$ cat config.mk
export PLATFORM = sky130hd
export DESIGN_NAME = mnd_clk_enable
export DESIGN_NICKNAME = d
export VERILOG_FILES = /design/src/rtl/mnd_pkg.sv /design/src/rtl/mnd_cfg.sv /design/src/rtl/mnd_accum.sv /design/src/rtl/mnd_duty.sv /design/src/rtl/mnd_clk_enable.sv
export SDC_FILE = /design/constraint.sdc
export NUM_CORES = 1
export LEC_CHECK = 0
export BUFFER_PORTS_ARGS = -buffer_cell sky130_fd_sc_hd__buf_2
export CAP_MARGIN = 20
export CORE_MARGIN = 2
export CORE_UTILIZATION = 53
export CTS_CLUSTER_DIAMETER = 80
export CTS_CLUSTER_SIZE = 40
export DETAILED_ROUTE_END_ITERATION = 8
export PLACE_DENSITY_LB_ADDON = 0.25
export SLEW_MARGIN = 20
export SYNTH_ARGS = -nofsm -noshare
export SYNTH_HDL_FRONTEND = slang
export SYNTH_HIERARCHICAL = 1
export SYNTH_SLANG_ARGS = --single-unit
$ cat constraint.sdc
create_clock -name clk -period 7.8 [get_ports clk]
set_clock_uncertainty 0.15 [all_clocks]
set_input_delay 1.56 -clock clk [delete_from_list [all_inputs] [get_ports clk]]
set_output_delay 1.56 -clock clk [all_outputs]
set_load 0.02 [all_outputs]
$ cat src/rtl/mnd_pkg.sv
// Shared types for the fractional clock-enable generator.
package mnd_pkg;
    // Operating mode chosen from the captured configuration
    typedef enum logic [1:0] {
        MODE_PASS  = 2'd0,
        MODE_FRAC  = 2'd1,
        MODE_FAULT = 2'd2
    } mnd_mode_e;
endpackage

$ cat src/rtl/mnd_cfg.sv
// Configuration capture: decodes the stored field encodings on commit and
// classifies the result into pass-through, fractional or fault mode.
// Assumes commit is a single-cycle strobe from the controller.
module mnd_cfg
    import mnd_pkg::*;
#(
    parameter int CNT_W = 8
) (
    input  logic             clk,
    input  logic             rst_n,
    input  logic             commit,
    input  logic [CNT_W-1:0] m_field,
    input  logic [CNT_W-1:0] n_field,
    input  logic [CNT_W-1:0] d_field,
    output logic [CNT_W-1:0] m_q,
    output logic [CNT_W-1:0] n_q,
    output logic [CNT_W-1:0] d_q,
    output mnd_mode_e        mode_q
);
    logic [CNT_W-1:0] m_dec, n_dec, d_dec;
    mnd_mode_e        mode_dec;

    // Decode the inverted encodings and pick the mode
    always_comb begin
        m_dec = m_field;
        n_dec = (~n_field) + m_field;
        d_dec = ~d_field;
        if (m_dec == n_dec)
            mode_dec = MODE_PASS;
        else if ((m_dec == '0) || (n_dec == '0) || (m_dec > n_dec))
            mode_dec = MODE_FAULT;
        else
            mode_dec = MODE_FRAC;
    end

    // Hold the active configuration; load only on commit
    always_ff @(posedge clk) begin
        if (!rst_n) begin
            m_q    <= '0;
            n_q    <= '0;
            d_q    <= '0;
            mode_q <= MODE_PASS;
        end else if (commit) begin
            m_q    <= m_dec;
            n_q    <= n_dec;
            d_q    <= d_dec;
            mode_q <= mode_dec;
        end
    end

    AST_MODE_MATCHES_CFG: assert property (@(posedge clk) disable iff (!rst_n)
        (mode_q == MODE_FRAC) |-> (m_q != '0 && m_q < n_q));
    AST_PASS_EQUAL: assert property (@(posedge clk) disable iff (!rst_n)
        (mode_q == MODE_PASS) |-> (m_q == n_q));
endmodule

$ cat src/rtl/mnd_accum.sv
// Rate accumulator: adds M per accepted strobe and emits one registered
// pulse each time the running sum reaches N. Assumes M < N in fractional
// mode, so the sum never exceeds 2N-1.
module mnd_accum
    import mnd_pkg::*;
#(
    parameter int CNT_W = 8
) (
    input  logic             clk,
    input  logic             rst_n,
    input  logic             commit,
    input  logic             en_in,
    input  mnd_mode_e        mode,
    input  logic [CNT_W-1:0] m_val,
    input  logic [CNT_W-1:0] n_val,
    output logic             pulse_q
);
    localparam int SUM_W = CNT_W + 1;

    logic [CNT_W-1:0] acc_q;
    logic [SUM_W-1:0] sum;
    logic             wrap;

    // Next running sum and wrap decision
    always_comb begin
        sum  = {1'b0, acc_q} + {1'b0, m_val};
        wrap = (sum >= {1'b0, n_val});
    end

    // Accumulator and output pulse register
    always_ff @(posedge clk) begin
        if (!rst_n) begin
            acc_q   <= '0;
            pulse_q <= 1'b0;
        end else if (commit) begin
            acc_q   <= '0;
            pulse_q <= 1'b0;
        end else if (en_in) begin
            unique case (mode)
                MODE_PASS: pulse_q <= 1'b1;
                MODE_FRAC: begin
                    pulse_q <= wrap;
                    acc_q   <= wrap ? CNT_W'(sum - {1'b0, n_val}) : CNT_W'(sum);
                end
                default:   pulse_q <= 1'b0;
            endcase
        end else begin
            pulse_q <= 1'b0;
        end
    end

    AST_ACC_BELOW_N: assert property (@(posedge clk) disable iff (!rst_n)
        (mode == MODE_FRAC) |-> (acc_q < n_val));
    AST_FAULT_QUIET: assert property (@(posedge clk) disable iff (!rst_n)
        (mode == MODE_FAULT) |=> !pulse_q);
endmodule

$ cat src/rtl/mnd_duty.sv
// Duty window: counts accepted strobes modulo N and drives a level that is
// high for the first D strobes of each window. Level holds between strobes
// in fractional mode and follows the strobe in pass-through.
module mnd_duty
    import mnd_pkg::*;
#(
    parameter int CNT_W = 8
) (
    input  logic             clk,
    input  logic             rst_n,
    input  logic             commit,
    input  logic             en_in,
    input  mnd_mode_e        mode,
    input  logic [CNT_W-1:0] n_val,
    input  logic [CNT_W-1:0] d_val,
    output logic             level_q
);
    logic [CNT_W-1:0] win_q;
    logic [CNT_W-1:0] win_nxt;

    // Window counter successor with wrap at N
    always_comb begin
        win_nxt = (win_q == n_val - 1'b1) ? '0 : win_q + 1'b1;
    end

    // Window counter and level register
    always_ff @(posedge clk) begin
        if (!rst_n) begin
            win_q   <= '0;
            level_q <= 1'b0;
        end else if (commit) begin
            win_q   <= '0;
            level_q <= 1'b0;
        end else if (en_in) begin
            unique case (mode)
                MODE_PASS: level_q <= 1'b1;
                MODE_FRAC: begin
                    level_q <= (win_q < d_val);
                    win_q   <= win_nxt;
                end
                default:   level_q <= 1'b0;
            endcase
        end else if (mode != MODE_FRAC) begin
            level_q <= 1'b0;
        end
    end

    AST_WIN_BELOW_N: assert property (@(posedge clk) disable iff (!rst_n)
        (mode == MODE_FRAC) |-> (win_q < n_val));
    AST_LEVEL_HOLDS: assert property (@(posedge clk) disable iff (!rst_n)
        (mode == MODE_FRAC && !en_in && !commit) |=> $stable(level_q));
endmodule

$ cat src/rtl/mnd_clk_enable.sv
// Top of the fractional M/N clock-enable generator. Ties the configuration
// capture, the rate accumulator and the duty window together. All outputs
// are registered; commit takes priority over a coincident input strobe.
module mnd_clk_enable
    import mnd_pkg::*;
#(
    parameter int CNT_W = 8
) (
    input  logic             clk,
    input  logic             rst_n,
    input  logic             en_in,
    input  logic             commit,
    input  logic [CNT_W-1:0] m_field,
    input  logic [CNT_W-1:0] n_field,
    input  logic [CNT_W-1:0] d_field,
    output logic             en_out,
    output logic             duty_out,
    output logic             frac_active,
    output logic             cfg_err
);
    logic [CNT_W-1:0] m_q, n_q, d_q;
    mnd_mode_e        mode_q;

    mnd_cfg #(.CNT_W(CNT_W)) cfg_i (
        .clk(clk), .rst_n(rst_n), .commit(commit),
        .m_field(m_field), .n_field(n_field), .d_field(d_field),
        .m_q(m_q), .n_q(n_q), .d_q(d_q), .mode_q(mode_q)
    );

    mnd_accum #(.CNT_W(CNT_W)) accum_i (
        .clk(clk), .rst_n(rst_n), .commit(commit), .en_in(en_in),
        .mode(mode_q), .m_val(m_q), .n_val(n_q), .pulse_q(en_out)
    );

    mnd_duty #(.CNT_W(CNT_W)) duty_i (
        .clk(clk), .rst_n(rst_n), .commit(commit), .en_in(en_in),
        .mode(mode_q), .n_val(n_q), .d_val(d_q), .level_q(duty_out)
    );

    // Mode flags for the controller
    always_comb begin
        frac_active = (mode_q == MODE_FRAC);
        cfg_err     = (mode_q == MODE_FAULT);
    end

    AST_IDLE_NO_PULSE: assert property (@(posedge clk) disable iff (!rst_n)
        !en_in |=> !en_out);
    AST_COMMIT_SQUASH: assert property (@(posedge clk) disable iff (!rst_n)
        commit |=> (!en_out && !duty_out));
    AST_PASS_FOLLOW: assert property (@(posedge clk) disable iff (!rst_n)
        (en_in && !commit && mode_q == MODE_PASS) |=> (en_out && duty_out));
    AST_ERR_SILENT: assert property (@(posedge clk) disable iff (!rst_n)
        cfg_err |-> (!en_out && !duty_out));
    AST_FLAGS_EXCL: assert property (@(posedge clk) disable iff (!rst_n)
        !(frac_active && cfg_err));
endmodule

==> out/results.tsv <==
stage	metric	value	unit
setup_path	worst-path maximum fanout	5	
setup_path	critical path's largest stage delay	0.46	ns
clocking	Root Buffer	clkbuf_8	
setup_path	Crit path max-delay family	simple AND/OR/NAND/NOR gates	
setup_path	Register-to-Register Path Depth	11	
yosys	Mapped Cells	428	
clocking	clock buffer count from CTS	5	
detailed_routing	vias per cell	5.96	
yosys	Synth cell types	70	
placement	Setup WS pre-CTS	3.24	ns
setup_path	crit path cell chain	buf_2, ha_1, inv_1, fa_1, nand2b_1, a21oi_1, or4b_1, nand3_1, inv_1, ha_1, nand4_1, nor2_1, nand4_1, o21ai_0, a21oi_1, o31a_1	
detailed_routing	Post-Route WL	8.10	mm
min_path	Worst Hold Class	reg2reg	
pwr	VDD IR max	0.0000806	V
timing	Max Fclk	235	MHz
yosys	Ys Warns	6	
pwr	Power Total	0.697	mW
timing	max-slew violations	0	
setup_path	CP max-delay cell	or4b_1	
floorplan	# IOs	32	
yosys	main area contributors after synthesis	dfxtp_1, ha_1, inv_1	
run_status	status	complete, no violations	
global_routing	first-pass GRT wire length	13.8	mm
floorplan	Core ar.	6720	um^2
layout	share of post-route cells with drive strength above 1	0.138	
floorplan	FP Rows	30	
yosys	Mapped Nets	499	
floorplan	overall die width	87.0	um
yosys	cell accounting for the most synthesized area	dfxtp_1	
pwr	Pleak	1.84	nW
clocking	H-tree lvl count	2	
global_routing	grt total ovfl	0	
placement	gp weighted congestion	0.890	
floorplan	full die area	7570	um^2
detailed_routing	met3 wire length	317	um
timing	setup TNS	0	ns
setup_path	WP data required	7.85	ns
global_routing	GR Util All Layers	0.228	
detailed_routing	Vias	3197	
clocking	CTS tree	built	
placement	placed wire-length estimate	6.26	mm
floorplan	DIE HEIGHT	87.0	um
timing	worst hold slack	0.338	ns
clocking	post-CTS resize count	0	
layout	# nets final	526	
yosys	Mapped Area	3650	um^2
setup_path	critical path endpoint category	register	
detailed_routing	Routed met2 length	3.76	mm
flow_run	max-cap violations	0	
timing	slew of the pin with the lowest slew margin	0.836	ns
placement	I/O Buffers	31	
yosys	EDFF count, synth	0	
timing	Worst Slack Setup Final	3.54	ns
yosys	top cell type's share of synthesized area	0.241	
setup_path	Crit. path cell count	16	
min_path	Worst Hold Path Cells	1	
yosys	post-synthesis sequential area ratio	0.241	
yosys	synthesized area per cell	8.53	um^2
clocking	Setup Fix Bufs, Post-CTS	0	
timing	period utilization	0.546	
layout	fin area	3970	um^2
setup_path	Worst setup SP type	input port	
floorplan	Starting Density	0.543	
detailed_routing	routed length per instance	15.1	um
setup_path	worst path bufs/invs	3	
clocking	Clk Latency, worst-skew pair	0.30	ns
timing	RSZ-0062 raised after global routing	false	
clocking	clk sinks	44	
layout	ANT cells	0	
layout	Area growth, synth to finish	8.88	%
yosys	ys flop type	dfxtp_1	
clocking	clock buffer depth	2	
placement	DP Area	3850	um^2
global_routing	initial antenna violation count	0	
clocking	cts-stage hold buffer count	0	
detailed_routing	Iteration-0 DRC Markers	257	
detailed_routing	M1 WL	3.92	mm
clocking	register clock-pin slew on the reported worst setup and hold paths	0.09	ns
global_routing	vias in the first global route	2960	
timing	Tmin final	4.26	ns
detailed_routing	highest metal used	met4	
yosys	ys async rst share	0	
detailed_routing	TritonRoute pass-1 iters	4	
yosys	register bit total from synthesis	44	
setup_path	Worst Path Arrival	4.31	ns
detailed_routing	Remaining DRCs	0	
pwr	pwr/cell area	175	nW/um^2
global_routing	largest net degree at the start of global routing	42	
timing	Rel. slew slack	0.443	
timing	Fin. Hold Viols	0	
timing	Final Setup Violations	0	
setup_path	CP Class	in2reg	
detailed_routing	Antenna Nets Post-Route	0	
==> cell families after synthesis <==
| kind of cell | synth area share |
|---|---|
| compound gates | 0.248 |
| fa+ha+maj | 0.154 |
| buf+inv | 0.0555 |
| flops | 0.241 |
| simple gates | 0.196 |
| mux | 0.0384 |
| xor+xnor | 0.0672 |
==> layout by cell type (no fill, tap or decap), types with 5 or more instances in the layout <==
master	count
dfxtp_1	44
inv_1	40
ha_1	40
buf_2	31
nand2_1	27
a21oi_1	26
o21ai_0	25
nor2_1	24
nor2b_1	20
xor2_1	16
mux2i_1	14
xnor2_1	12
nand3_1	12
o211a_1	11
a31oi_1	9
a21o_1	7
nand4_1	6
clkbuf_8	6
nand2b_1	5
==> state kept, by name, indices dropped and copies added (netlist names) <==
name / count
duty_i/level_q: 1
accum_i/pulse_q: 1
cfg_i/m_q: 8
duty_i/win_q: 8
cfg_i/d_q: 8
cfg_i/mode_q: 2
cfg_i/n_q: 8
accum_i/acc_q: 8
==> cell usage after synthesis (all sizes together) (3+ instances only) <==
master	number
dfxtp	44
ha	40
inv	40
nand2	27
o21ai	27
a21oi	26
nor2	24
nor2b	20
xor2	16
mux2i	14
nand3	12
xnor2	12
o211a	11
a31oi	9
a211oi	8
a21o	8
clkbuf	7
nand4	6
nand2b	5
nor4	5
o211ai	5
nand3b	4
nor3	4
nor3b	4
a221oi	3
a41oi	3
buf	3
fa	3
o21a	3
o31ai	3
or3	3
==> per-stage QoR <==
step | util | instances
floorplan | - | 428
global placement | 0.573 | 528
CTS | 0.591 | 536
global route | 0.591 | 536
detailed placement | 0.573 | 528
finish | 0.591 | 536
==> routing by layer <==
metal  global-route usage  up-vias
li1                     -     1603
met2                0.366       73
met4               0.0739        0
met3               0.0303       12
met1                0.316     1509
met5                    0        -
==> cell type report <==
cell class	count	area, um^2
Inverter	40	150
Multi-Input combinational cell	333	2570
Clock inverter	2	38.8
Clock buffer	6	82.6
Timing Repair Buffer	31	155
Sequential cell	44	881
Tap cell	80	100
Fill cell	592	2750
==> where the power goes <==
group | internal [mW] | switching, mW
clock network | 0.105 | 0.0840
registers | 0.239 | 0.0185
logic | 0.104 | 0.147
total | 0.447 | 0.250
==> worst paths after layout <==
check                                  from                       endpoint  slack, ns
setup reg to reg  cfg_i/m_q[0]$_SDFFE_PN0P_  accum_i/acc_q[5]$_SDFFE_PP0P_       4.35
hold / removal    cfg_i/d_q[2]$_SDFFE_PN0P_      cfg_i/d_q[2]$_SDFFE_PN0P_       0.34
hold reg to reg   cfg_i/d_q[2]$_SDFFE_PN0P_      cfg_i/d_q[2]$_SDFFE_PN0P_       0.34
setup / recovery                 m_field[0]   cfg_i/mode_q[1]$_SDFFE_PN0P_       3.54
==> worst reg2reg max path: stages (launching register included) <==
cell and delay [ns]:
dfxtp_1 0.34, ha_1 0.24, fa_1 0.45, a211oi_2 0.29, or4b_1 0.18, o2111ai_2 0.17, ha_1 0.39, nand2_1 0.06
o21ai_0 0.45, o21ai_2 0.21, a221oi_2 0.33, a211oi_2 0.07
No activity file was read; power rests on OpenSTA's default activity.
